### config.mk
export PLATFORM = sky130hd
export DESIGN_NAME = edwake_ctrl
export DESIGN_NICKNAME = d
export VERILOG_FILES = /design/src/rtl/edwake_pkg.sv /design/src/rtl/edwake_sync.sv /design/src/rtl/edwake_regs.sv /design/src/rtl/edwake_pwr.sv /design/src/rtl/edwake_ctrl.sv
export SDC_FILE = /design/constraint.sdc
export NUM_CORES = 1
export LEC_CHECK = 0
export BUFFER_PORTS_ARGS = -buffer_cell sky130_fd_sc_hd__buf_4
export CAP_MARGIN = 0
export CORE_MARGIN = 8
export CORE_UTILIZATION = 44
export CTS_BUF_LIST = sky130_fd_sc_hd__clkbuf_16
export DETAILED_ROUTE_END_ITERATION = 12
export PLACE_DENSITY = 0.84
export SLEW_MARGIN = 15
export SYNTH_ARGS = -nofsm -noshare
export SYNTH_HDL_FRONTEND = slang
export SYNTH_SLANG_ARGS = --single-unit
### constraint.sdc
create_clock -name clk -period 1 [get_ports clk]
set_input_delay 0.15 -clock clk [delete_from_list [all_inputs] [get_ports clk]]
set_output_delay 0.15 -clock clk [all_outputs]
set_load 0.1 [all_outputs]
### src/rtl/edwake_pkg.sv
package edwake_pkg;
  localparam int unsigned CTRL_ADDR  = 0;
  localparam int unsigned STAT_ADDR  = 1;
  localparam int unsigned C_SRC_BIT  = 0;
  localparam int unsigned C_EDW_BIT  = 1;
  localparam int unsigned C_PME_BIT  = 2;
  localparam int unsigned C_PS_LSB   = 4;
  localparam int unsigned S_WAKE_BIT = 0;
  localparam int unsigned S_PME_BIT  = 1;

  typedef enum logic [1:0] {
    PS_D0 = 2'b00,
    PS_D3 = 2'b11
  } pstate_e;
endpackage

### src/rtl/edwake_sync.sv
module edwake_sync #(
  parameter int STAGES = 2
) (
  input  logic clk,
  input  logic rst,
  input  logic async_i,
  output logic level_o,
  output logic rise_o
);
  logic [STAGES-1:0] sh_q;
  logic              prev_q;

  generate
    if (STAGES < 2) begin : g_bad
      initial $error("edwake_sync needs at least two stages");
    end
  endgenerate

  always_ff @(posedge clk) begin
    if (rst) begin
      sh_q   <= '0;
      prev_q <= 1'b0;
    end else begin
      sh_q   <= {sh_q[STAGES-2:0], async_i};
      prev_q <= sh_q[STAGES-1];
    end
  end

  assign level_o = sh_q[STAGES-1];
  assign rise_o  = sh_q[STAGES-1] & ~prev_q;
endmodule

### src/rtl/edwake_regs.sv
module edwake_regs
  import edwake_pkg::*;
#(
  parameter int DATA_W = 8,
  parameter int ADDR_W = 2
) (
  input  logic              clk,
  input  logic              rst,
  input  logic              wr_en_i,
  input  logic [ADDR_W-1:0] addr_i,
  input  logic [DATA_W-1:0] wdata_i,
  input  logic              irq_level_i,
  input  logic              irq_rise_i,
  output logic [DATA_W-1:0] rd_data_o,
  output logic              pme_en_o,
  output logic              pme_sts_o,
  output logic              d3_o
);
  logic    src_en_q, edw_en_q, pme_en_q;
  logic    wake_q, pme_sts_q, evt_q;
  pstate_e pstate_q;
  logic    ctrl_wr, stat_wr, evt;
  logic [DATA_W-1:0] rd_next;

  assign ctrl_wr = wr_en_i && (addr_i == ADDR_W'(CTRL_ADDR));
  assign stat_wr = wr_en_i && (addr_i == ADDR_W'(STAT_ADDR));
  assign evt     = wake_q && edw_en_q;

  always_comb begin
    rd_next = '0;
    if (addr_i == ADDR_W'(CTRL_ADDR)) begin
      rd_next[C_SRC_BIT]       = src_en_q;
      rd_next[C_EDW_BIT]       = edw_en_q;
      rd_next[C_PME_BIT]       = pme_en_q;
      rd_next[C_PS_LSB +: 2]   = pstate_q;
    end else if (addr_i == ADDR_W'(STAT_ADDR)) begin
      rd_next[S_WAKE_BIT] = wake_q;
      rd_next[S_PME_BIT]  = pme_sts_q;
    end
  end

  always_ff @(posedge clk) begin
    if (rst) begin
      src_en_q  <= 1'b0;
      edw_en_q  <= 1'b0;
      pme_en_q  <= 1'b0;
      pstate_q  <= PS_D0;
      wake_q    <= 1'b0;
      pme_sts_q <= 1'b0;
      evt_q     <= 1'b0;
      rd_data_o <= '0;
    end else begin
      if (ctrl_wr) begin
        src_en_q <= wdata_i[C_SRC_BIT];
        edw_en_q <= wdata_i[C_EDW_BIT];
        pme_en_q <= wdata_i[C_PME_BIT];
        pstate_q <= (wdata_i[C_PS_LSB +: 2] == 2'b11) ? PS_D3 : PS_D0;
      end
      if (irq_rise_i && src_en_q)
        wake_q <= 1'b1;
      else if (stat_wr && wdata_i[S_WAKE_BIT] && !irq_level_i)
        wake_q <= 1'b0;
      evt_q <= evt;
      if (evt && !evt_q)
        pme_sts_q <= 1'b1;
      else if (stat_wr && wdata_i[S_PME_BIT])
        pme_sts_q <= 1'b0;
      rd_data_o <= rd_next;
    end
  end

  assign pme_en_o  = pme_en_q;
  assign pme_sts_o = pme_sts_q;
  assign d3_o      = (pstate_q == PS_D3);

  p_wake_set_r2: assert property (@(posedge clk) disable iff (rst)
    (irq_rise_i && src_en_q) |=> wake_q);
  p_clr_blocked_r3: assert property (@(posedge clk) disable iff (rst)
    (stat_wr && wdata_i[S_WAKE_BIT] && irq_level_i && wake_q) |=> wake_q);
  p_pme_set_r4: assert property (@(posedge clk) disable iff (rst)
    (evt && !evt_q) |=> pme_sts_q);
  p_sticky_r5: assert property (@(posedge clk) disable iff (rst)
    (pme_sts_q && !(stat_wr && wdata_i[S_PME_BIT])) |=> pme_sts_q);
  p_pstate_r7: assert property (@(posedge clk) disable iff (rst)
    (pstate_q == PS_D0) || (pstate_q == PS_D3));
endmodule

### src/rtl/edwake_pwr.sv
module edwake_pwr (
  input  logic clk,
  input  logic rst,
  input  logic pme_en_i,
  input  logic pme_sts_i,
  input  logic d3_i,
  output logic pme_n_o,
  output logic phy_edpd_o,
  output logic phy_pd_o,
  output logic phy_rst_o
);
  always_ff @(posedge clk) begin
    if (rst) begin
      pme_n_o    <= 1'b1;
      phy_edpd_o <= 1'b0;
      phy_pd_o   <= 1'b0;
      phy_rst_o  <= 1'b0;
    end else begin
      pme_n_o    <= ~(pme_en_i & pme_sts_i);
      phy_edpd_o <= d3_i & pme_en_i;
      phy_pd_o   <= d3_i & ~pme_en_i;
      phy_rst_o  <= d3_i & ~pme_en_i;
    end
  end

  p_reset_r1: assert property (@(posedge clk)
    rst |=> (pme_n_o && !phy_edpd_o && !phy_pd_o && !phy_rst_o));
  p_pme_low_r6: assert property (@(posedge clk) disable iff (rst)
    (pme_en_i && pme_sts_i) |=> !pme_n_o);
  p_pme_high_r6: assert property (@(posedge clk) disable iff (rst)
    !(pme_en_i && pme_sts_i) |=> pme_n_o);
  p_edpd_r8: assert property (@(posedge clk) disable iff (rst)
    (d3_i && pme_en_i) |=> (phy_edpd_o && !phy_pd_o && !phy_rst_o));
  p_fullpd_r9: assert property (@(posedge clk) disable iff (rst)
    (d3_i && !pme_en_i) |=> (phy_pd_o && phy_rst_o && !phy_edpd_o));
  p_release_r10: assert property (@(posedge clk) disable iff (rst)
    !d3_i |=> (!phy_edpd_o && !phy_pd_o && !phy_rst_o));
endmodule

### src/rtl/edwake_ctrl.sv
module edwake_ctrl #(
  parameter int DATA_W      = 8,
  parameter int ADDR_W      = 2,
  parameter int SYNC_STAGES = 2
) (
  input  logic              clk,
  input  logic              rst,
  input  logic              phy_irq_i,
  input  logic              wr_en_i,
  input  logic [ADDR_W-1:0] addr_i,
  input  logic [DATA_W-1:0] wdata_i,
  output logic [DATA_W-1:0] rd_data_o,
  output logic              pme_n_o,
  output logic              phy_edpd_o,
  output logic              phy_pd_o,
  output logic              phy_rst_o
);
  logic irq_level, irq_rise, pme_en, pme_sts, d3;

  edwake_sync #(.STAGES(SYNC_STAGES)) u_sync (
    .clk(clk), .rst(rst), .async_i(phy_irq_i),
    .level_o(irq_level), .rise_o(irq_rise)
  );

  edwake_regs #(.DATA_W(DATA_W), .ADDR_W(ADDR_W)) u_regs (
    .clk(clk), .rst(rst), .wr_en_i(wr_en_i), .addr_i(addr_i),
    .wdata_i(wdata_i), .irq_level_i(irq_level), .irq_rise_i(irq_rise),
    .rd_data_o(rd_data_o), .pme_en_o(pme_en), .pme_sts_o(pme_sts),
    .d3_o(d3)
  );

  edwake_pwr u_pwr (
    .clk(clk), .rst(rst), .pme_en_i(pme_en), .pme_sts_i(pme_sts),
    .d3_i(d3), .pme_n_o(pme_n_o), .phy_edpd_o(phy_edpd_o),
    .phy_pd_o(phy_pd_o), .phy_rst_o(phy_rst_o)
  );
endmodule

==> results of run 1 <==
## flip-flops by register name (all words and copies together) (netlist names)
register and count:
u_sync.sh_q 2, u_regs.wake_q 1, u_regs.pme_sts_o 1, u_regs.pme_en_o 1, u_regs.rd_data_o 4, u_pwr.phy_edpd_o 1, u_sync.prev_q 1, u_pwr.phy_pd_o 1
u_regs.evt_q 1, u_regs.edw_en_q 1, u_regs.pstate_q 1, u_regs.src_en_q 1, u_pwr.pme_n_o 1
## per-layer routing
metal / GRT usage, % / wire, um
met5: 0 / 0
met4: 2.52 / 7
met3: 6.06 / 125
met2: 12.9 / 531
met1: 8.83 / 449
## final cells by class
type                    instances  share of cell area [%]
flip-flops and latches         17                    41.1
multi-input cells              36                    26.7
clock buffers                   3                    8.71
repair buffers                 21                    20.0
clock inverters                 1                   0.435
inverters                       2                   0.871
well taps                      15                    2.18
## worst paths after layout
check                endpoint  slack (ns)  cells after the start                 from
max              rd_data_o[4]       -0.01                      1  u_regs.rd_data_o[4]
min            u_sync.sh_q[0]        0.13                      2            phy_irq_i
max reg2reg     u_regs.wake_q        0.27                      2        u_regs.wake_q
min reg2reg  u_regs.pme_sts_o        0.41                      1         u_regs.evt_q
## what timing repair did
item | 4_1_cts | 5_1_grt
gates resized for setup | 2 | 2
endpoints found under the setup margin | 4 | 4
pin swaps | 0 | 0
## through the flow
stage	setup TNS, ns	area (sq um)	power (mW)	hold WS (ns)
after floorplan	-0.0116	648	0.818	0.219
after global placement	-0.0176	768	0.854	0.363
after detailed placement	-0.0821	768	0.856	0.377
after CTS	-0.0374	855	1.62	0.128
after global routing	-0.0679	862	1.66	0.138
final	-0.0214	862	1.60	0.126
## worst register-to-register path, cell delays in order, from the launching register on
cell and delay [ns]:
dfxtp_1 0.36, o21ai_0 0.11, a31oi_1 0.18
## power by group
part	switching, mW	internal, mW	total, mW
combinational	0.0982	0.0515	0.150
clock	0.231	0.529	0.759
sequential	0.00732	0.686	0.694
total	0.336	1.27	1.60
## Yosys cell counts
cell / instances
nor3_1: 3
nand3_1: 1
nand2b_1: 1
nand2_1: 3
and2_1: 2
o31ai_1: 1
a31oi_1: 1
buf_4: 5
buf_6: 1
mux2i_1: 5
clkbuf_1: 1
inv_1: 2
conb_1: 1
and3b_1: 1
nor3b_1: 1
o21ai_0: 1
o21ai_1: 1
nor3b_4: 1
nor2b_1: 4
nand3b_1: 2
nor2_1: 4
dfxtp_1: 17
a21oi_1: 1
## kinds of logic after synthesis
group | count (synthesis) | synth area share (%)
other cells | 1 | 0.602
compound gates | 5 | 4.62
mux | 5 | 8.03
flops | 17 | 54.6
simple gates | 23 | 22.5
buf+inv | 9 | 9.64
==> key figures, run 1 <==
Drt
  – Post-route ant nets: 0
  – DRC: 0
  – Vias: 444
  – Wire length per cell: 11.7 um
  – Via-to-Cell Ratio: 4.67
  – Number of violations reported at the end of detailed-routing iteration 0: 7
  – Post-Route WL: 1110 um
  – Initial DRT Pass Iterations: 2

Clocking
  – Worst skew pair latency: 0.24 ns
  – TritonCTS clock tree: built
  – Number of hold-repair buffers added at the cts stage: 0
  – Sink Count: 17
  – CTS Buffer Depth: 2
  – Clock slew seen by the registers of the worst setup and hold paths: 0.05 ns
  – Setup Buffers After CTS: 0
  – CTS root buffer: clkbuf_16
  – Inserted Clock Buffers: 3
  – CTS HTree Levels: 1

Logic synthesis
  – Total of warnings raised by yosys: 0
  – Library cells used by synthesis: 23
  – Synth area leader: dfxtp_1
  – Number of storage elements in the synthesis netlist: 17
  – Area of the mapped netlist: 623 sq um
  – Share of the synthesized area in the top cell type: 54.6%
  – Cell types occupying the most area after synthesis: dfxtp_1 (55%), mux2i_1 (8.0%), buf_4 (6.0%)
  – Sequential cell area fraction in the yosys report: 54.6%
  – Synthesized instance count: 60
  – Synthesized area per cell: 10.4 sq um

Timing
  – Period minus WS final: 1.01 ns
  – Clock Skews: 0.00175 ns
  – Min setup slack post-route: -0.0109 ns
  – Unrepaired setup endpoints after global routing: yes
  – Portion of the clock cycle consumed by the worst path in the final layout: 101%
  – Peak Freq: 989 MHz
  – Max-slew violation count: 0
  – Final Hold Vio Count: 0
  – Finish-stage setup viols: 2

Finish
  – Leading cell types in the layout, fill and taps excluded: buf_4 (17), dfxtp_1 (10), mux2i_1 (5), dfxtp_2 (5)
  – Antenna diode count: 0
  – Area growth from synthesis to layout: 38.4%
  – Post-Route Utilization: 65.4%
  – Layout net count: 95
  – Number of standard cells in the final layout excluding fillers: 95
  – Most frequent standard cell in the layout excluding fill and tap cells: buf_4
  – Share of post-route cells with drive strength above 1: 40.0%
  – Multi-input logic area: 230 sq um
  – Storage cell area: 354 sq um
  – Filler Cell Count: 108

GRT
  – Antenna violations before repair: 0
  – Combined global-route utilization of all metal layers: 8.33%
  – Global route total overflow: 0
  – First-pass GRT wire length: 1750 um
  – Largest net degree at the start of global routing: 17
  – Via count of the first global-routing pass: 421

Placement
  – DP Wirelength: 908 um
  – Global placer's final weighted congestion: 0.785
  – Cell total after placement: 91
  – Setup WS pre-CTS: -0.0439 ns
  – Count of input and output buffers: 19

Die
  – Die span in x: 53.6 um
  – Placeable core area: 0.00132 sq mm
  – Initial Utilization: 47.3%
  – Die height: 53.6 um
  – Die outline area: 0.00288 sq mm
  – Number of rows created at floorplan: 13
  – Boundary Pins: 26

Setup path
  – Largest delay contributor family on the critical path: flip-flops
  – Critical Path RT: 0.85 ns
  – Worst Setup End Kind: primary output
  – CP max-delay cell: dfxtp_4
  – Worst setup SP type: flop
  – Endpoint arrival time on the critical path: 0.86 ns
  – Peak per-stage delay on the critical path: 0.34 ns
  – CP bufs+invs: 1
  – Crit Path Class: flop to primary output
  – List of cells traversed by the critical path: buf_4
  – Crit-path max FO: 2

Status
  – Outcome: finished, violations left
  – Violations in the final reports: negative setup slack

Power
  – Ratio of total power to cell area: 1860 mW/mm^2
  – Largest voltage drop on the vdd net: 1.67 mV
  – Static leakage: 0.378 nW

Hold path
  – Kind of path behind the tightest hold check: input port to flop

Flow run
  – Max-cap viol count: 0
(Power assumes the default switching activity.)
==> run 2: changes to the inputs <==
--- a/config.mk
+++ b/config.mk
@@ -5,13 +5,14 @@
 export SDC_FILE = /design/constraint.sdc
 export NUM_CORES = 1
 export LEC_CHECK = 0
+export ABC_AREA = 1
 export BUFFER_PORTS_ARGS = -buffer_cell sky130_fd_sc_hd__buf_4
 export CAP_MARGIN = 0
 export CORE_MARGIN = 8
-export CORE_UTILIZATION = 44
+export CORE_UTILIZATION = 45
 export CTS_BUF_LIST = sky130_fd_sc_hd__clkbuf_16
 export DETAILED_ROUTE_END_ITERATION = 12
-export PLACE_DENSITY = 0.84
+export PLACE_DENSITY = 0.85
 export SLEW_MARGIN = 15
 export SYNTH_ARGS = -nofsm -noshare
 export SYNTH_HDL_FRONTEND = slang
==> run 2 against run 1 <==
The flow still finishes with violations (negative setup slack). Non-clock buffer count shrank 2. Die area grew 1.7%. Clock skew is essentially flat. Largest power group unchanged. Critical path depth is the same. Combinational power grew 13%. Critical endpoint is now phy_rst_o. Sequential power is essentially flat. Clock power grew 2%.
==> key figures, run 2 <==
Clocking
  – CTS HTree Levels: 1 (unchanged)
  – Number of hold-repair buffers added at the cts stage: 0 (unchanged)
  – CTS Buffer Depth: 2 (unchanged)
  – CTS root buffer: clkbuf_16
  – Sink Count: 17 (unchanged)
  – Worst skew pair latency: 0.25 ns (about the same)
  – Inserted Clock Buffers: 3 (unchanged)
  – Clock slew seen by the registers of the worst setup and hold paths: 0.05 ns (about the same)
  – TritonCTS clock tree: built

Timing
  – Finish-stage setup viols: 2 (unchanged)
  – Worst hold slack: 0.105 ns (-0.0208 ns)
  – Setup tns final: -0.0319 ns (-0.0105 ns)
  – Final Hold Vio Count: 0 (unchanged)
  – Period minus WS final: 1.02 ns (+0.00573 ns)
  – Max-slew violation count: 0 (unchanged)
  – Min setup slack post-route: -0.0167 ns (-0.00573 ns)
  – Portion of the clock cycle consumed by the worst path in the final layout: 102% (+0.57 points)
  – Clock Skews: 0.00146 ns (-0.000286 ns)
  – Peak Freq: 984 MHz (-0.56%)
  – Unrepaired setup endpoints after global routing: yes

Drt
  – Post-Route WL: 1420 um (+27%)
  – Via-to-Cell Ratio: 4.62 (-1.1%)
  – Met3 wire len: 100 um (-20%)
  – Wire length per cell: 11.9 um (+1.4%)
  – DRT met1 WL: 551 um (+23%)
  – Routed length on met2: 707 um (+33%)
  – Initial DRT Pass Iterations: 6 (+4)
  – Top Metal Used: met4
  – DRC: 0 (unchanged)
  – Number of violations reported at the end of detailed-routing iteration 0: 6 (-1)
  – Vias: 550 (+24%)
  – Post-route ant nets: 0 (unchanged)

Die
  – Die height: 54.1 um (+0.87%)
  – Initial Utilization: 49.0% (+1.7 points)
  – Placeable core area: 0.00133 sq mm (+1.2%)
  – Number of rows created at floorplan: 13 (unchanged)
  – Die span in x: 54.1 um (+0.87%)
  – Boundary Pins: 26 (unchanged)
  – Die outline area: 0.00293 sq mm (+1.7%)

Finish
  – Post-Route Utilization: 66.5% (+1.1 points)
  – Filler Cell Count: 108 (unchanged)
  – Layout net count: 119 (+25%)
  – Share of post-route cells with drive strength above 1: 33.7% (-6.3 points)
  – Most flops, register: u_regs.rd_data_o
  – Post-route cell area: 887 sq um (+2.9%)
  – Registers with the most flip-flops: u_regs.rd_data_o: 4 flops, u_sync.sh_q: 2 flops
  – Number of flip-flops in the largest register: 4 (unchanged)
  – Antenna diode count: 0 (unchanged)
  – Leading cell types in the layout, fill and taps excluded: inv_1 (16), buf_4 (15), nor2_1 (13), nand2_1 (13), dfxtp_1 (10)
  – Most frequent standard cell in the layout excluding fill and tap cells: inv_1
  – Area growth from synthesis to layout: 35.8%

Logic synthesis
  – Sequential cell area fraction in the yosys report: 52.1% (-2.5 points)
  – List of most frequent post-synthesis cells: dfxtp_1 (17), inv_1 (15), nand2_1 (13), nor2_1 (13), nand3_1 (7)
  – Most used flip-flop cell after synthesis: dfxtp_1
  – Synthesized area per cell: 7.68 sq um (-26%)
  – Synth area leader: dfxtp_1
  – Count of flip-flops with a built-in enable after synthesis: 0 (unchanged)
  – Share of the synthesized area in the top cell type: 52.1% (-2.5 points)
  – Number of storage elements in the synthesis netlist: 17 (unchanged)
  – Synthesized instance count: 85 (+42%)
  – Cell types occupying the most area after synthesis: dfxtp_1 (52%), inv_1 (8.6%), nand2_1 (7.5%)
  – Area of the mapped netlist: 653 sq um (+4.8%)
  – Most common cell in the netlist: dfxtp_1
  – Total of warnings raised by yosys: 0 (unchanged)
  – Library cells used by synthesis: 15 (-35%)
  – FFs w/ async S/R, synth: 0% (unchanged)

Hold path
  – Kind of path behind the tightest hold check: input port to flop
  – Launch instance of the worst min-delay path: phy_irq_i

Setup path
  – CP bufs+invs: 1 (unchanged)
  – Worst flop-to-flop path startpoint: u_regs.pme_sts_o
  – List of cells traversed by the critical path: buf_4
  – Crit path launch: u_pwr.phy_pd_o
  – CP max-delay cell: dfxtp_4
  – Critical Path RT: 0.85 ns (about the same)
  – Crit-path max FO: 2 (unchanged)
  – Endpoint arrival time on the critical path: 0.87 ns (about the same)
  – Largest delay contributor family on the critical path: flip-flops
  – Worst setup SP type: flop
  – Crit Path Class: flop to primary output
  – Peak per-stage delay on the critical path: 0.34 ns (about the same)
  – Worst Setup End Kind: primary output

Power
  – Ratio of total power to cell area: 1850 mW/mm^2 (-0.35%)
  – PnR Total Power: 1.64 mW (+2.5%)
  – Largest voltage drop on the vdd net: 0.859 mV (-49%)
  – Static leakage: 0.417 nW (+10%)

GRT
  – Combined global-route utilization of all metal layers: 10.8% (+2.5 points)
  – Global route total overflow: 0 (unchanged)
  – Antenna violations before repair: 0 (unchanged)
  – Via count of the first global-routing pass: 565 (+34%)
  – First-pass GRT wire length: 2210 um (+27%)
  – Largest net degree at the start of global routing: 10 (-7)

Flow run
  – Max-cap viol count: 0 (unchanged)

Placement
  – Count of input and output buffers: 19 (unchanged)
  – Global placer's final weighted congestion: 0.758 (-3.5%)
  – Post-placement cell area: 793 sq um (+3.3%)
  – DP Wirelength: 1070 um (+18%)

Status
  – Violations in the final reports: negative setup slack
  – Outcome: finished, violations left
[run 2: changes by cell type in the layout (fill, tap and decap cells not counted), moves of 3 or more]
cell | before | now
nand2_1 | 3 | 13
nand3_1 | 1 | 7
nor2_1 | 4 | 13
nor3_1 | 3 | 0
mux2i_1 | 5 | 0
nor2b_1 | 4 | 0
inv_1 | 3 | 16
[run 2: final timing paths]
kind / slack, ns / depth (start not counted) / endpoint
max reg2reg: 0.26 / 4 / u_regs.rd_data_o[1]
max: -0.02 / 1 / phy_rst_o
min: 0.10 / 3 / u_sync.sh_q[0]
min reg2reg: 0.41 / 2 / u_sync.sh_q[1]
[run 2: cell type report]
cell class / instances / area [sq um] / area share, %
well taps: 15 / 18.8 / 2.12
flip-flops and latches: 17 / 354 / 39.9
repair buffers: 19 / 158 / 17.8
inverters: 16 / 60.1 / 6.77
clock buffers: 3 / 75.1 / 8.46
clock inverters: 1 / 3.75 / 0.423
multi-input cells: 48 / 218 / 24.5
[run 2: power breakdown]
group          switching [mW]  leakage (nW)  internal (mW)
Clock                   0.247        0.0423          0.530
Sequential            0.00796         0.141          0.689
Combinational           0.122         0.233         0.0475
[run 2: kinds of logic after synthesis]
| kind of cell | synth area share, % |
|---|---|
| simple gates | 25.9 |
| compound gates | 5.75 |
| buf+inv | 15.7 |
| other cells | 0.574 |
| flops | 52.1 |
[run 2: routing by layer]
metal	vias up	track usage [%]
met2	16	17.8
met1	245	10.1
met4	0	11.1
li1	284	-
met5	-	0
met3	5	3.58
[run 2: what timing repair did]
item                                   in CTS  in global routing
setup endpoints to repair                   4                  4
resized for setup                           2                  2
endpoints found under the hold margin       0                  0
setup buffers                               0                  0
[run 2: per-stage QoR]
step	cells	setup slack, ns
detailed placement	115	0.170
global placement	115	0.203
floorplan	87	-0.0116
global route	119	-0.0361
finish	119	-0.0167
CTS	119	-0.0225
